--- src/rtl/spi_xfer_pkg.sv ---
package spi_xfer_pkg;
  // Field placement matters: software packs this word.
  typedef struct packed {
    logic [15:0] word_cnt;
    logic [7:0]  rx_thr_m1;
    logic [7:0]  tx_thr_m1;
  } xfer_cfg_t;
endpackage

--- src/rtl/spi_lvl_cmp.sv ---
// Threshold comparator for one FIFO side; USE_FREE selects free-space view.
module spi_lvl_cmp #(
  parameter int DEPTH    = 64,
  parameter bit USE_FREE = 1'b0,
  localparam int CW      = $clog2(DEPTH + 1)
) (
  input  logic          clk,
  input  logic          rst_n,
  input  logic          fifo_en,
  input  logic          dma_en,
  input  logic [CW-1:0] level,
  input  logic [7:0]    thr_m1,
  output logic          req,
  output logic          evt
);
  localparam int CMPW = ((CW > 8) ? CW : 8) + 1;

  logic [CMPW-1:0] view;
  logic [CMPW-1:0] need;
  logic            hit;
  logic            hit_q;

  generate
    if (USE_FREE) begin : g_free
      assign view = CMPW'(DEPTH) - CMPW'(level);
    end else begin : g_occ
      assign view = CMPW'(level);
    end
  endgenerate

  assign need = CMPW'(thr_m1) + CMPW'(1);
  assign hit  = fifo_en && (view >= need);

  always_ff @(posedge clk or negedge rst_n) begin
    if (!rst_n) begin
      hit_q <= 1'b0;
      req   <= 1'b0;
      evt   <= 1'b0;
    end else begin
      hit_q <= hit;
      req   <= hit && dma_en;
      evt   <= hit && !hit_q;
    end
  end
endmodule

--- src/rtl/spi_lvl_fault.sv ---
// Flags a strobe that meets a FIFO at its empty or full bound.
module spi_lvl_fault #(
  parameter int CW = 7
) (
  input  logic          clk,
  input  logic          rst_n,
  input  logic          fifo_en,
  input  logic          strobe,
  input  logic [CW-1:0] level,
  input  logic [CW-1:0] bound,
  output logic          flag
);
  always_ff @(posedge clk or negedge rst_n) begin
    if (!rst_n) flag <= 1'b0;
    else        flag <= fifo_en && strobe && (level == bound);
  end
endmodule

--- src/rtl/spi_word_ctr.sv ---
// Counts completed words and pulses at the programmed total.
module spi_word_ctr #(
  parameter int WCW = 16
) (
  input  logic           clk,
  input  logic           rst_n,
  input  logic           chan_en,
  input  logic           word_done,
  input  logic [WCW-1:0] target,
  output logic           eow
);
  logic [WCW-1:0] cnt;
  logic [WCW-1:0] cnt_nx;

  assign cnt_nx = cnt + WCW'(1);

  always_ff @(posedge clk or negedge rst_n) begin
    if (!rst_n) begin
      cnt <= '0;
      eow <= 1'b0;
    end else if (!chan_en) begin
      cnt <= '0;
      eow <= 1'b0;
    end else if (word_done) begin
      if (target != '0 && cnt_nx == target) begin
        cnt <= '0;
        eow <= 1'b1;
      end else begin
        cnt <= cnt_nx;
        eow <= 1'b0;
      end
    end else begin
      eow <= 1'b0;
    end
  end
endmodule

--- src/rtl/spi_xfer_level.sv ---
module spi_xfer_level #(
  parameter int DEPTH = 64,
  localparam int CW   = $clog2(DEPTH + 1)
) (
  input  logic          clk,
  input  logic          rst_n,
  input  logic          chan_en,
  input  logic [31:0]   xfer_cfg,
  input  logic          tx_fifo_en,
  input  logic          rx_fifo_en,
  input  logic          tx_dma_en,
  input  logic          rx_dma_en,
  input  logic [CW-1:0] tx_level,
  input  logic [CW-1:0] rx_level,
  input  logic          tx_pull,
  input  logic          rx_load,
  input  logic          word_done,
  output logic          tx_dma_req,
  output logic          rx_dma_req,
  output logic          tx_thr_evt,
  output logic          rx_thr_evt,
  output logic          eow_evt,
  output logic          tx_underflow,
  output logic          rx_overflow
);
  import spi_xfer_pkg::*;

  xfer_cfg_t cfg;
  assign cfg = xfer_cfg_t'(xfer_cfg);

  spi_lvl_cmp #(.DEPTH(DEPTH), .USE_FREE(1'b1)) u_tx_cmp (
    .clk(clk), .rst_n(rst_n), .fifo_en(tx_fifo_en), .dma_en(tx_dma_en),
    .level(tx_level), .thr_m1(cfg.tx_thr_m1), .req(tx_dma_req), .evt(tx_thr_evt)
  );

  spi_lvl_cmp #(.DEPTH(DEPTH), .USE_FREE(1'b0)) u_rx_cmp (
    .clk(clk), .rst_n(rst_n), .fifo_en(rx_fifo_en), .dma_en(rx_dma_en),
    .level(rx_level), .thr_m1(cfg.rx_thr_m1), .req(rx_dma_req), .evt(rx_thr_evt)
  );

  spi_lvl_fault #(.CW(CW)) u_tx_fault (
    .clk(clk), .rst_n(rst_n), .fifo_en(tx_fifo_en), .strobe(tx_pull),
    .level(tx_level), .bound('0), .flag(tx_underflow)
  );

  spi_lvl_fault #(.CW(CW)) u_rx_fault (
    .clk(clk), .rst_n(rst_n), .fifo_en(rx_fifo_en), .strobe(rx_load),
    .level(rx_level), .bound(CW'(DEPTH)), .flag(rx_overflow)
  );

  spi_word_ctr #(.WCW(16)) u_words (
    .clk(clk), .rst_n(rst_n), .chan_en(chan_en), .word_done(word_done),
    .target(cfg.word_cnt), .eow(eow_evt)
  );
endmodule

--- config.mk ---
export PLATFORM = sky130hd
export DESIGN_NAME = spi_xfer_level
export DESIGN_NICKNAME = d
export VERILOG_FILES = /design/src/rtl/spi_xfer_pkg.sv /design/src/rtl/spi_lvl_cmp.sv /design/src/rtl/spi_lvl_fault.sv /design/src/rtl/spi_word_ctr.sv /design/src/rtl/spi_xfer_level.sv
export SDC_FILE = /design/constraint.sdc
export NUM_CORES = 1
export LEC_CHECK = 0
export BUFFER_PORTS_ARGS = -buffer_cell sky130_fd_sc_hd__buf_2
export CORE_MARGIN = 3
export CORE_UTILIZATION = 55
export CTS_BUF_LIST = sky130_fd_sc_hd__clkbuf_4
export DETAILED_ROUTE_END_ITERATION = 6
export PLACE_DENSITY = 0.82
export SYNTH_ARGS = -nofsm -noshare
export SYNTH_HDL_FRONTEND = slang
export SYNTH_HIERARCHICAL = 1
export SYNTH_SLANG_ARGS = --single-unit
--- constraint.sdc ---
create_clock -name clk -period 3.6 [get_ports clk]
set_input_delay 0 -clock clk [delete_from_list [all_inputs] [get_ports clk]]
set_output_delay 0 -clock clk [all_outputs]
set_load 0.02 [all_outputs]
==> impl_metrics.ini <==
[pwr]
power.density_mw_per_mm2 = 204
p_leak_nw = 1.37
ir_worst_vdd_mv = 0.133

[timing]
tns_ns = 0
period_share_pct = 88.2
final_hold_viol_count = 0
setup_viol = 0
finClkSkew_ns = 0.00614
relSlewSlack_pct = 22.4
fin_crit_ns = 3.17
drv_slew = 0
fmax_mhz = 315
worstMarginPinSlew_ns = 1.16
setup_ws_ns = 0.426
rsz0062_at_grt = false

[clock_network]
cts_setup_buffers = 0
cts_tree = done
cts-buffers-inserted = 3
worstSkewPairLatency_ns = 0.33
clkTransAtPathRegs_ns = 0.15
root_buffer = clkbuf_4
cts_max_level = 1
ctsResizeCount = 0
cts_buffer_depth = 2
cts_sinks = 25

[route]
wirelength_um = 6430
wire_per_inst_um = 14.6
drtAntennaViolNets = 0
drc = 0
first_pass_iters = 4
num_vias = 2551
routed_via_density = 5.78
drt-initial-drc-count = 251

[worst_hold_path]
worst_hold_path_type = input pin to flop

[logic_synthesis]
yosys_register_bits = 25
syn_avg_cell_area_sq_um = 8.48
synth_edf_count = 0
yosysSeqAreaShare_pct = 23.7
synth_area_leaders = dfrtp_1 24%, xnor2_1 10%, ha_1 9.5%, xor2_1 6.3%, nand3_1 4.6%
synth_commonest_cells = 30 x nand2_1, 30 x xnor2_1, 25 x dfrtp_1
synth_top_area_cell = dfrtp_1
synth_top_area_share_pct = 23.7
syn_area_sq_mm = 0.00264
yosys_warnings = 6
syn_inst = 311
synth_cell_type_count = 65
synth-async-reset-ratio_pct = 100
dominantRegCellSynth = dfrtp_1

[final_layout]
nets = 466
drive_gt1_share_pct = 22.1
antennaDiodeCount = 0
area.growth.synth_to_final_pct = 19.1

[global_routing]
globalRoute.totalOverflow = 0
first_global_vias = 2415
grtUsageTotal_pct = 23.9
grt_pass1_wl_um = 10500
antenna_found_initial = 0
grt_max_degree = 26

[floorplanning]
fp.coreArea_sq_mm = 0.00450
die_w_um = 75.3
design.die.area_sq_mm = 0.00566
core.rowCount = 24
fp.dieH_um = 75.3
boundaryPins = 63
initial_core_util_pct = 58.6

[placement]
place_congestion = 0.952
portBuffers = 62
place_ws_ns = 0.529
dp_hpwl_um = 5040

[run_status]
status = complete, no violations

[critical_path]
cp_max_fo = 22
critPathArrivalTime_ns = 3.41
cp_data_required_time_ns = 3.84
end_kind = flop
cp_slowest_cell = dfrtp_1
timing_worst_setup_path_type = flop to flop
cp_cell_sequence = ha_1 -> nand3_1 -> nor4_2 -> xor2_1 -> o21ai_1 -> and4bb_4 -> a21oi_4 -> inv_2 -> o311ai_1
start_kind = flop
cpPeakStageDelay_ns = 0.50

[flow_run]
maxCapViolations = 0
-- power breakdown --
group	leakage, nW	total, mW	switching, mW	internal (mW)
sequential	0.344	0.292	0.00490	0.287
combinational	1.01	0.216	0.114	0.102
clock	0.0139	0.133	0.0910	0.0425
-- cell families (layout without fill, tap and decap cells) --
family | count (synthesis) | count (layout) | share of synthesized area (%)
adder cells (fa/ha/maj) | 20 | 20 | 9.49
XOR/XNOR | 50 | 50 | 16.9
AND/OR/NAND/NOR | 128 | 128 | 27.8
buffers and inverters | 27 | 93 | 5.12
flip-flops | 25 | 25 | 23.7
AO/OA/AOI/OAI | 56 | 56 | 15.4
multiplexers | 3 | 3 | 1.33
other | 2 | 14 | 0.285
-- routing by layer --
layer / global-route usage (%) / share of wire (%) / vias up
li1: - / - / 1271
met1: 29.4 / 41 / 1195
met2: 43.2 / 52 / 77
met3: 3.07 / 5.3 / 8
met4: 6.99 / 1.3 / 0
met5: 0 / 0 / -
-- cell usage in the layout (no fill, tap or decap), types with 13 or more instances in the layout --
cell / n
ha_1: 20
nand2_1: 30
conb_1: 14
nor3_1: 13
nor2_1: 13
dlygate4sd3_1: 14
nand3_1: 24
xor2_1: 19
buf_2: 62
a21oi_1: 14
dfrtp_1: 25
xnor2_1: 30
-- final cells by class --
type / instances / area (sq um)
clock buffers: 3 / 22.5
clock inverters: 1 / 7.51
fillers: 391 / 1360
inverters: 13 / 48.8
multi-input cells: 271 / 1920
flip-flops and latches: 25 / 626
well taps: 52 / 65.1
repair buffers: 76 / 450
-- per-stage QoR --
stage	power (mW)	instance area [sq um]	util, %	hold slack, ns	std cells
after floorplan	0.424	2680	-	-0.296	323
after global placement	0.495	2970	66.0	0.0257	423
after detailed placement	0.501	2970	66.0	0.0303	423
after CTS	0.646	3140	69.8	0.0563	441
after global routing	0.693	3140	69.8	0.0417	441
final	0.641	3140	69.8	0.0735	441
-- critical path, delay by kind of cell, from the launching register on --
family / cells / cell delay (ns)
AO/OA/AOI/OAI: 3 / 0.87
XOR/XNOR: 1 / 0.19
adder cells (fa/ha/maj): 1 / 0.31
buffers and inverters: 1 / 0.14
flip-flops: 1 / 0.50
AND/OR/NAND/NOR: 3 / 1.08
-- state kept, by name, summed over array words and instances, names as in the netlist --
signal,count
u_rx_cmp/evt,1
u_rx_fault/flag,1
u_tx_fault/flag,1
u_words/cnt,16
u_words/eow,1
u_tx_cmp/evt,1
u_tx_cmp/hit_q,1
u_rx_cmp/hit_q,1
u_tx_cmp/req,1
u_rx_cmp/req,1
-- repair_timing --
action | in CTS | in global routing
hold buffers | 14 | 0
endpoints found under the hold margin | 31 | 0
setup endpoints to repair | 0 | 0
-- path summary, 6_finish.rpt --
kind | cells after the start | slack, ns | start | end
max in group asynchronous | 2 | 3.06 | rst_n | u_words/cnt[9]
worst max register to register | 9 | 0.43 | u_words/cnt[0] | u_words/cnt[14]
min in group asynchronous | 2 | 0.17 | rst_n | u_words/cnt[5]
worst max-delay path | 9 | 0.43 | u_words/cnt[0] | u_words/cnt[14]
worst min register to register | 1 | 0.40 | u_tx_cmp/hit_q | u_tx_cmp/evt
worst min-delay path | 3 | 0.07 | chan_en | u_words/eow
(Power assumes the default switching activity.)
